--- src/rtl/dsq_pkg.sv ---
package dsq_pkg;
   localparam int unsigned WORD_W  = 32;
   localparam int unsigned MAX_CH  = 8;
   localparam int unsigned SEL_W   = 3;
   localparam int unsigned CNT_LSB = 28;
   localparam int unsigned SEL_LSB = 24;

   typedef enum logic [1:0] {
      REG_STAT = 2'd0,
      REG_TX   = 2'd1,
      REG_RX   = 2'd2,
      REG_NONE = 2'd3
   } reg_idx_e;

   typedef struct packed {
      logic err;
      logic avail;
      logic full;
   } ch_flags_t;
endpackage

--- src/rtl/dsq_fifo.sv ---
module dsq_fifo #(
   parameter int unsigned W     = 32,
   parameter int unsigned DEPTH = 4
) (
   input  logic         clk,
   input  logic         rst_n,
   input  logic         in_valid,
   input  logic [W-1:0] in_data,
   output logic         in_ready,
   output logic         out_valid,
   output logic [W-1:0] out_data,
   input  logic         out_ready
);
   localparam int unsigned PW = (DEPTH > 1) ? $clog2(DEPTH) : 1;
   localparam int unsigned CW = $clog2(DEPTH + 1);

   if (DEPTH < 2) begin : g_depth_chk
      $error("dsq_fifo: DEPTH must be at least 2");
   end

   logic [W-1:0]  mem [DEPTH];
   logic [PW-1:0] wp, rp;
   logic [CW-1:0] cnt;
   logic          push, pop;

   assign in_ready  = (cnt != CW'(DEPTH));
   assign out_valid = (cnt != '0);
   assign out_data  = mem[rp];
   assign push      = in_valid & in_ready;
   assign pop       = out_valid & out_ready;

   always_ff @(posedge clk) begin
      if (push) mem[wp] <= in_data;
   end

   always_ff @(posedge clk or negedge rst_n) begin
      if (!rst_n) begin
         wp  <= '0;
         rp  <= '0;
         cnt <= '0;
      end else begin
         if (push) wp <= (wp == PW'(DEPTH - 1)) ? '0 : wp + 1'b1;
         if (pop)  rp <= (rp == PW'(DEPTH - 1)) ? '0 : rp + 1'b1;
         case ({push, pop})
            2'b10:   cnt <= cnt + 1'b1;
            2'b01:   cnt <= cnt - 1'b1;
            default: cnt <= cnt;
         endcase
      end
   end
endmodule

--- src/rtl/dsq_channel.sv ---
module dsq_channel
   import dsq_pkg::*;
#(
   parameter int unsigned QDEPTH = 4
) (
   input  logic              clk,
   input  logic              rst_n,
   input  logic              wr_req,
   input  logic [WORD_W-1:0] wr_data,
   input  logic              rd_req,
   input  logic              err_clr,
   output ch_flags_t         flags,
   output logic [WORD_W-1:0] head_word,
   output logic [WORD_W-1:0] last_word,
   output logic              fail,
   input  logic              cin_valid,
   input  logic [WORD_W-1:0] cin_data,
   output logic              cin_ready,
   output logic              cout_valid,
   output logic [WORD_W-1:0] cout_data,
   input  logic              cout_ready
);
   logic err_q;
   logic d2c_room;
   logic c2d_avail;
   logic push_ok;
   logic pop_ok;

   assign push_ok = wr_req & ~err_q & d2c_room;
   assign pop_ok  = rd_req & ~err_q & c2d_avail;
   assign fail    = (wr_req & ~push_ok) | (rd_req & ~pop_ok);

   dsq_fifo #(.W(WORD_W), .DEPTH(QDEPTH)) u_d2c (
      .clk      (clk),
      .rst_n    (rst_n),
      .in_valid (wr_req & ~err_q),
      .in_data  (wr_data),
      .in_ready (d2c_room),
      .out_valid(cout_valid),
      .out_data (cout_data),
      .out_ready(cout_ready)
   );

   dsq_fifo #(.W(WORD_W), .DEPTH(QDEPTH)) u_c2d (
      .clk      (clk),
      .rst_n    (rst_n),
      .in_valid (cin_valid),
      .in_data  (cin_data),
      .in_ready (cin_ready),
      .out_valid(c2d_avail),
      .out_data (head_word),
      .out_ready(rd_req & ~err_q)
   );

   always_ff @(posedge clk or negedge rst_n) begin
      if (!rst_n) begin
         err_q     <= 1'b0;
         last_word <= '0;
      end else begin
         if (fail)         err_q <= 1'b1;
         else if (err_clr) err_q <= 1'b0;
         if (push_ok) last_word <= wr_data;
      end
   end

   assign flags.err   = err_q;
   assign flags.avail = c2d_avail;
   assign flags.full  = ~d2c_room;
endmodule

--- src/rtl/dbg_serial_bridge.sv ---
module dbg_serial_bridge
   import dsq_pkg::*;
#(
   parameter int unsigned CH_COUNT = 4,
   parameter int unsigned QDEPTH   = 4
) (
   input  logic                       clk,
   input  logic                       rst_n,
   input  logic                       reg_req,
   input  logic                       reg_wr,
   input  logic [1:0]                 reg_sel,
   input  logic [31:0]                reg_wdata,
   output logic [31:0]                reg_rdata,
   output logic                       reg_err,
   input  logic [CH_COUNT-1:0]        core_push_valid,
   input  logic [CH_COUNT*WORD_W-1:0] core_push_data,
   output logic [CH_COUNT-1:0]        core_push_ready,
   output logic [CH_COUNT-1:0]        core_pop_valid,
   output logic [CH_COUNT*WORD_W-1:0] core_pop_data,
   input  logic [CH_COUNT-1:0]        core_pop_ready
);
   localparam int unsigned FLAG_W = 3 * MAX_CH;

   if (CH_COUNT < 1 || CH_COUNT > MAX_CH) begin : g_count_chk
      $error("dbg_serial_bridge: CH_COUNT must be 1..8");
   end
   if (QDEPTH < 2) begin : g_qdepth_chk
      $error("dbg_serial_bridge: QDEPTH must be at least 2");
   end

   logic [SEL_W-1:0]  sel_q;
   logic              sel_ok;
   logic              is_stat_wr, is_stat_rd, is_tx_wr, is_tx_rd, is_rx_rd;
   logic [CH_COUNT-1:0] ch_wr, ch_rd, ch_clr, ch_fail;
   logic [CH_COUNT-1:0] ch_err, ch_avail, ch_full;
   ch_flags_t         ch_flags [CH_COUNT];
   logic [WORD_W-1:0] ch_head  [CH_COUNT];
   logic [WORD_W-1:0] ch_last  [CH_COUNT];
   logic [FLAG_W-1:0] flag_bits;
   logic [WORD_W-1:0] last_sel, head_sel;
   logic              err_sel, avail_sel;

   assign sel_ok     = ({1'b0, sel_q} < 4'(CH_COUNT));
   assign is_stat_wr = reg_req &  reg_wr & (reg_sel == REG_STAT);
   assign is_stat_rd = reg_req & ~reg_wr & (reg_sel == REG_STAT);
   assign is_tx_wr   = reg_req &  reg_wr & (reg_sel == REG_TX);
   assign is_tx_rd   = reg_req & ~reg_wr & (reg_sel == REG_TX);
   assign is_rx_rd   = reg_req & ~reg_wr & (reg_sel == REG_RX);

   for (genvar n = 0; n < CH_COUNT; n++) begin : g_ch
      assign ch_wr[n]  = is_tx_wr & sel_ok & (sel_q == SEL_W'(n));
      assign ch_rd[n]  = is_rx_rd & sel_ok & (sel_q == SEL_W'(n));
      assign ch_clr[n] = is_stat_wr & reg_wdata[3*n+2];

      dsq_channel #(.QDEPTH(QDEPTH)) u_chan (
         .clk       (clk),
         .rst_n     (rst_n),
         .wr_req    (ch_wr[n]),
         .wr_data   (reg_wdata),
         .rd_req    (ch_rd[n]),
         .err_clr   (ch_clr[n]),
         .flags     (ch_flags[n]),
         .head_word (ch_head[n]),
         .last_word (ch_last[n]),
         .fail      (ch_fail[n]),
         .cin_valid (core_push_valid[n]),
         .cin_data  (core_push_data[n*WORD_W +: WORD_W]),
         .cin_ready (core_push_ready[n]),
         .cout_valid(core_pop_valid[n]),
         .cout_data (core_pop_data[n*WORD_W +: WORD_W]),
         .cout_ready(core_pop_ready[n])
      );

      assign ch_err[n]   = ch_flags[n].err;
      assign ch_avail[n] = ch_flags[n].avail;
      assign ch_full[n]  = ch_flags[n].full;
   end

   always_comb begin
      flag_bits = '0;
      last_sel  = '0;
      head_sel  = '0;
      err_sel   = 1'b0;
      avail_sel = 1'b0;
      for (int n = 0; n < int'(CH_COUNT); n++) begin
         flag_bits[3*n +: 3] = {ch_err[n], ch_avail[n], ch_full[n]};
         if (sel_q == SEL_W'(n)) begin
            last_sel  = ch_last[n];
            head_sel  = ch_head[n];
            err_sel   = ch_err[n];
            avail_sel = ch_avail[n];
         end
      end
   end

   always_comb begin
      reg_rdata = '0;
      if (is_stat_rd) begin
         reg_rdata = {4'(CH_COUNT), 1'b0, sel_q, flag_bits};
      end else if (is_tx_rd && sel_ok) begin
         reg_rdata = last_sel;
      end else if (is_rx_rd && sel_ok && !err_sel && avail_sel) begin
         reg_rdata = head_sel;
      end
   end

   assign reg_err = |ch_fail;

   always_ff @(posedge clk or negedge rst_n) begin
      if (!rst_n)          sel_q <= '0;
      else if (is_stat_wr) sel_q <= reg_wdata[SEL_LSB +: SEL_W];
   end
endmodule

--- config.mk ---
export PLATFORM = sky130hd
export DESIGN_NAME = dbg_serial_bridge
export DESIGN_NICKNAME = d
export VERILOG_FILES = /design/src/rtl/dsq_pkg.sv /design/src/rtl/dsq_fifo.sv /design/src/rtl/dsq_channel.sv /design/src/rtl/dbg_serial_bridge.sv
export SDC_FILE = /design/constraint.sdc
export NUM_CORES = 1
export LEC_CHECK = 0
export ABC_AREA = 1
export CELL_PAD_IN_SITES_DETAIL_PLACEMENT = 1
export CELL_PAD_IN_SITES_GLOBAL_PLACEMENT = 1
export CORE_MARGIN = 5
export CORE_UTILIZATION = 45
export DETAILED_ROUTE_END_ITERATION = 12
export DONT_BUFFER_PORTS = 1
export PLACE_DENSITY = 0.81
export REMOVE_ABC_BUFFERS = 1
export SKIP_LAST_GASP = 1
export SYNTH_ARGS = -nofsm -noshare
export SYNTH_HDL_FRONTEND = slang
export SYNTH_SLANG_ARGS = --single-unit
--- constraint.sdc ---
create_clock -name clk -period 3.5 [get_ports clk]
set_input_delay 0.525 -clock clk [delete_from_list [all_inputs] [get_ports clk]]
set_output_delay 0.525 -clock clk [all_outputs]
set_load 0.005 [all_outputs]
* Word-level counts from Yosys, hierarchy flattened
Memories as Yosys holds them, arrays and structs flattened.
Cells that the tools add are included.
** Operators by class
- Mux-type cells :: 67
- Eq/ne operators :: 45
- $add $sub $neg :: 32
- Reduce and logical (&&, ||, !) cells :: 28
- Order comparisons :: 1
- Bitwise gates (word level) :: 74
** Operators with widths (count)
- two-way mux 32 bit :: 11
- bitwise AND 1 bit :: 53
- equality test 2 bit (second input constant) :: 25
- case mux 3 bit (2 select lines) :: 8
- adder 2 x 1 -> 2 bit (second input constant) :: 16
- two-way mux 1 bit :: 32
- two-way mux 2 bit :: 16
- adder 3 x 1 -> 3 bit (second input constant) :: 8
- inequality test 3 bit (second input constant) :: 8
- nonzero test 2 bit :: 12
- nonzero test 3 bit :: 8
- subtractor 3 x 1 -> 3 bit (second input constant) :: 8
- equality test 2 x 1 -> 1 bit (second input constant) :: 9
- inverter 1 bit :: 17
- equality test 3 x 2 -> 1 bit (second input constant) :: 2
- logical AND 1 bit :: 4
- OR 1 bit :: 4
- OR reduction 4 bit :: 1
- equality test 3 x 1 -> 1 bit (second input constant) :: 1
- zero test 3 bit :: 1
- less-than comparator 3 bit (second input constant) :: 1
- zero test 2 bit :: 1
- zero test 1 bit :: 1
** Storage, ports and cells
- Output and inout port bits :: 169
- Memories kept :: 8
- Input port bits :: 174
- Bits in writable memories :: 1024
- Logic and storage cells :: 288
- Register bits :: 191
** Memory list
- g_ch[0].u_chan.u_c2d.mem :: words 4, bits a word 32, read ports 1, clocked after Yosys merged registers in 0, write ports 1, RTL line dsq_fifo.sv:21 : logic [W-1:0] mem [DEPTH];
- g_ch[0].u_chan.u_d2c.mem :: words 4, bits a word 32, read ports 1, clocked after Yosys merged registers in 0, write ports 1, RTL line dsq_fifo.sv:21
- g_ch[1].u_chan.u_c2d.mem :: words 4, bits a word 32, read ports 1, clocked after Yosys merged registers in 0, write ports 1, RTL line dsq_fifo.sv:21
- g_ch[1].u_chan.u_d2c.mem :: words 4, bits a word 32, read ports 1, clocked after Yosys merged registers in 0, write ports 1, RTL line dsq_fifo.sv:21
- g_ch[2].u_chan.u_c2d.mem :: words 4, bits a word 32, read ports 1, clocked after Yosys merged registers in 0, write ports 1, RTL line dsq_fifo.sv:21
- g_ch[2].u_chan.u_d2c.mem :: words 4, bits a word 32, read ports 1, clocked after Yosys merged registers in 0, write ports 1, RTL line dsq_fifo.sv:21
- +2 memories

* Longest topological paths before layout
- Depth in word-level cells :: 11
- Gate-level depth with buffers :: 14
- Mapped depth without buffers :: 13

* Modules after synthesis
From an unflattened synthesis, not the netlist that was laid out.
** Unflattened totals
- Cell total of the unflattened synthesis :: 4733
- Area, all modules :: 52425.3 sq um
** By module, submodules not included
- dsq_fifo :: cells an instance 432, times used 8, area an instance 5486.5 sq um
- dsq_channel :: cells an instance 155, times used 4, area an instance 1381.3 sq um
- dbg_serial_bridge :: cells an instance 657, times used 1, area an instance 3007.9 sq um

* Worst setup path before layout
No wires, ideal clock.
- Path kind :: input port to flip-flop
- From :: input port reg_sel[1]
- To :: memory g_ch[1].u_chan.u_d2c.mem[0][0] (enable)
- Library setup time :: 0.421 ns
- Slack :: 0.203 ns
- Required time :: 3.079 ns
- Buffers on the path :: 2
- Arrival :: 2.875 ns
- Stages :: 9
- Cells stage by stage :: inv_1 > nand2_1 > nor3_4 > nand2_1 > nor2_2 > inv_2 > buf_2 > buf_6 > nor2_1
** Between the ends
- Cells in the longest elaborated chain, start to end :: 8
** RTL lines
- from (decl) :: RTL line dbg_serial_bridge.sv:11 : input logic [1:0] reg_sel,
- equality test 2 x 1 -> 1 bit :: RTL line dbg_serial_bridge.sv:46 : assign is_tx_wr = reg_req & reg_wr & (reg_sel == REG_TX);
- bitwise AND 1 bit :: RTL line dbg_serial_bridge.sv:46
- bitwise AND 1 bit (2 in series) :: RTL line dbg_serial_bridge.sv:51 : assign ch_wr[n] = is_tx_wr & sel_ok & (sel_q == SEL_W'(n));
- bitwise AND 1 bit :: RTL line dsq_channel.sv:36 : .in_valid (wr_req & ~err_q),
- bitwise AND 1 bit :: RTL line dsq_fifo.sv:29 : assign push = in_valid & in_ready;
- two-way mux 1 bit :: RTL line dsq_fifo.sv:33 : if (push) mem[wp] <= in_data;
- two-way mux 1 bit (implied by the code) :: RTL line dsq_fifo.sv:33
- to (decl) :: RTL line dsq_fifo.sv:21
Every way passes these cells.

* Final worst setup path
- From :: register sel_q[2]
- To :: output port reg_rdata[15]
** Between the ends
- Cells in the longest elaborated chain, start to end :: 11
- Elaborated cells on any way between the ends :: 29
** RTL lines
- from (decl) :: RTL line dbg_serial_bridge.sv:31 : logic [SEL_W-1:0] sel_q;
- from (signal assigned) :: RTL line dbg_serial_bridge.sv:111 : else if (is_stat_wr) sel_q <= reg_wdata[SEL_LSB +: SEL_W];
- zero test 3 bit :: RTL line dbg_serial_bridge.sv:87 : if (sel_q == SEL_W'(n)) begin
- two-way mux 1 bit (4 in series) :: RTL line dbg_serial_bridge.sv:87
- zero test 1 bit :: RTL line dbg_serial_bridge.sv:102 : end else if (is_rx_rd && sel_ok && !err_sel && avail_sel) begin
- logical AND 1 bit (2 in series) :: RTL line dbg_serial_bridge.sv:102
- two-way mux 32 bit :: RTL line dbg_serial_bridge.sv:102
- two-way mux 32 bit (*) :: RTL line dbg_serial_bridge.sv:100 : end else if (is_tx_rd && sel_ok) begin
- two-way mux 32 bit (*) :: RTL line dbg_serial_bridge.sv:98 : if (is_stat_rd) begin
- to (decl) :: RTL line dbg_serial_bridge.sv:13 : output logic [31:0] reg_rdata,
Mark *: on every way between the ends. The rest lies on a longest branch, timed or not.

==> impl_metrics.env <==
export IMPL_status="complete, but fails checks"
export IMPL_violations="negative hold slack"
export IMPL_met2_length_um=80900
export IMPL_grt_pass1_wl_um=242000
export IMPL_worst_path_buf_inv=3
export IMPL_tns_ns=0
export IMPL_wl_met1_um=59800
export IMPL_avgSynthCellArea_sq_um=12.0
export IMPL_final_setup_viol_count=0
export IMPL_core_area_sq_um=107000
export IMPL_netlist_instances=4073
export IMPL_synth_seq_cells=1215
export IMPL_io_pins=343
export IMPL_num_rows=120
export IMPL_postCtsHoldBufs=164
export IMPL_finalWirelength_um=170000
export IMPL_antenna_found_initial=41
export IMPL_cpMaxStageDelayCell="dfrtp_2"
export IMPL_cpMostUsedCell="nand2_1"
export IMPL_wl_per_cell_um=29.3
export IMPL_vias_per_cell=6.03
export IMPL_track_usage_pct=28.1
export IMPL_overflow=0
export IMPL_portBuffers=0
export IMPL_cp_arrival_ns=2.95
export IMPL_hold_path_class="input port to async pin"
export IMPL_hpwl_um=98200
export IMPL_drv_slew=0
export IMPL_drc=0
export IMPL_yosys_area_top_type="edfxtp_1"
export IMPL_yosys_warnings=0
export IMPL_start_kind="flip-flop"
export IMPL_initial_core_util_pct=45.4
export IMPL_hold_viol=191
export IMPL_cts_tree="built"
export IMPL_synth_seq_area_share_pct=72.8
export IMPL_h_tree_depth=3
export IMPL_holdWs_ns=-0.506
export IMPL_dp_cells=5362
export IMPL_cpPeakStageDelay_ns=0.46
export IMPL_tightestPinTransition_ns=1.23
export IMPL_grt_pass1_vias=36061
export IMPL_power_total_mw=43.6
export IMPL_synth_cell_types=38
export IMPL_num_vias=34992
export IMPL_fin_skew_ns=0.0745
export IMPL_clock_sinks=1215
export IMPL_critPathCaptureType="primary output"
export IMPL_gp_congestion=0.819
export IMPL_fmax_mhz=288
export IMPL_worstPathMaxFanout=22
export IMPL_required_ns=2.97
export IMPL_ant_nets=0
export IMPL_area_growth_pct=15.7
export IMPL_synth_edf_count=1024
export IMPL_top_layer_used="met5"
export IMPL_dieWidth_um=339
export IMPL_die_area_sq_um=115000
export IMPL_fp_dieH_um=339
export IMPL_slew_limit_headroom_pct=17.4
export IMPL_postLayoutCoreUtil_pct=52.6
export IMPL_netlist_area_sq_um=48800
export IMPL_path_clk_slew_ns=0.07
export IMPL_path_cells="inv_2 -> nand2_1 -> nor2_4 -> nand3_1 -> nand2_1 -> nand2_1 -> nand2_4 -> buf_12 -> nand2_1 -> a21oi_2 -> buf_4"
export IMPL_ctsLongestPathBuffers=3
export IMPL_finalCriticalPeriod_ns=3.47
export IMPL_finalCritPeriodShare_pct=99.2
export IMPL_nets=4479
export IMPL_grt_max_degree=192
export IMPL_dr_wl_met3_um=19000
export IMPL_root_buffer="clkbuf_16"
export IMPL_worstSkewPairLatency_ns=0.75
export IMPL_critPathKind="flip-flop to primary output"
export IMPL_ys_top_cells_by_area="edfxtp_1 (63%), dfrtp_1 (9.8%), nand2_1 (6.1%)"
export IMPL_netlist_area_leader_share_pct=63.0
export IMPL_powerDensity_nw_per_um2=773
export IMPL_rsz0062_at_grt="true"
export IMPL_vdd_ir_drop_worst_mv=0.827
export IMPL_synth_ff_type="edfxtp_1"
export IMPL_cts_made_buffers=119
export IMPL_first_pass_iters=6
export IMPL_drt_iter0_drc=4163
export IMPL_ys_async_sr_fraction_pct=15.7
export IMPL_drive_gt1_share_pct=8.52
export IMPL_final_cells=5801
export IMPL_cp_top_family="simple AND/OR/NAND/NOR gates"
export IMPL_p_leak_nw=20.6
export IMPL_drv_cap=0
[state kept, by name, indices dropped and copies added (netlist names)]
register               flops
g_ch.u_chan.u_d2c.cnt     12
g_ch.u_chan.u_d2c.rp       8
g_ch.u_chan.u_d2c.wp       8
g_ch.u_chan.u_c2d.cnt     12
g_ch.u_chan.err_q          4
g_ch.u_chan.u_c2d.mem    512
g_ch.u_chan.u_c2d.wp       8
g_ch.u_chan.u_c2d.rp       8
sel_q                      3
g_ch.u_chan.last_word    128
g_ch.u_chan.u_d2c.mem    512
[cell usage in the layout (no fill, tap or decap), types with 36 or more instances in the layout]
cell type      Yosys  layout
diode_2            0      46
a21oi_1           71      64
ha_1              48      48
clkbuf_16          0     121
o21ai_0          477     477
inv_1            204     200
buf_4             13     106
nand2_1          787     787
nor2_1           441     406
o22ai_1          131     131
dfrtp_1          191     182
edfxtp_1        1024    1024
clkbuf_1         156      36
nand3_1          306     300
dlygate4sd3_1      0     164
[synthesized netlist by cell type, types with 2 or more instances]
cell type  count
buf_2         44
a22oi_1       16
a21oi_1       71
ha_1          48
clkbuf_1     156
nor2_2         5
nand4_1       32
inv_1        204
or2_2          3
nand2_1      787
and2_0         4
inv_2          6
buf_6          4
xnor2_1        9
o21ai_1       20
edfxtp_1    1024
dfrtp_1      191
nand3_1      306
nor3_1         5
xor2_1         7
buf_4         13
o221ai_1      15
o22ai_1      131
nor2_1       441
nor3_2         2
fa_1           8
buf_1         19
o21ai_0      477
and3_1        16
[path summary, 6_finish.rpt]
path	slack (ns)	to	startpoint	depth (start not counted)
max	0.03	reg_rdata[15]	sel_q[2]$_DFFE_PN0P_	11
min in group clk	0.03	g_ch[2].u_chan.last_word[23]$_DFFE_PN0P_	reg_wdata[23]	2
min	-0.51	g_ch[1].u_chan.u_c2d.wp[0]$_DFFE_PN0P_	rst_n	0
max in group asynchronous	3.34	g_ch[2].u_chan.u_c2d.rp[0]$_DFFE_PN0P_	rst_n	0
min reg2reg	0.47	g_ch[1].u_chan.u_d2c.cnt[0]$_DFFE_PN0P_	g_ch[1].u_chan.u_d2c.cnt[0]$_DFFE_PN0P_	1
max reg2reg	0.44	g_ch[2].u_chan.u_d2c.cnt[1]$_DFFE_PN0P_	sel_q[2]$_DFFE_PN0P_	10
[final cells by class]
class | count | area (sq um)
inverters | 211 | 802
flip-flops and latches | 1215 | 35500
clock inverters | 64 | 473
well taps | 1403 | 1760
repair buffers | 291 | 2830
clock buffers | 160 | 3190
fillers | 10932 | 50900
multi-input cells | 2411 | 11700
diodes | 46 | 115
[kinds of logic after synthesis]
family	Yosys count	share of synthesized area, %
buffers and inverters	447	3.71
DFF	1215	72.8
AOI/OAI and AO/OA	732	8.05
adders and majority gates	56	1.56
and+or+nand+nor	1606	13.5
xor gates and xnor gates	16	0.287
muxes	1	0.0231
[where the power goes]
group	leakage, nW	switching, mW	internal [mW]
logic	7.09	9.38	3.24
clock network	1.79	5.79	6.64
registers	11.7	0.832	17.7
total	20.6	16.0	27.6
[timing repair]
action                                  in CTS  in global routing
resized for setup                           16                 26
endpoints found under the setup margin      30                 26
hold endpoints to repair                  1233                191
pin swaps                                    0                  3
gates cloned                                 1                  1
buffers inserted                             0                  3
[metal layers]
layer / global-route usage, % / up-vias
li1: - / 14716
met1: 34.3 / 17628
met2: 45.9 / 2170
met3: 7.76 / 468
met4: 14.4 / 10
met5: 0 / -
[per-stage QoR]
step	hold slack (ns)	cell area [sq um]	worst slack, ns
after floorplan	0.229	47800	-2.24
after global placement	0.249	50800	0.588
after detailed placement	0.248	50800	0.437
after CTS	-0.531	56200	-0.00798
after global routing	-0.525	56400	-0.0970
final	-0.506	56400	0.0289
Note: power is estimated with default switching activity, not from simulation.
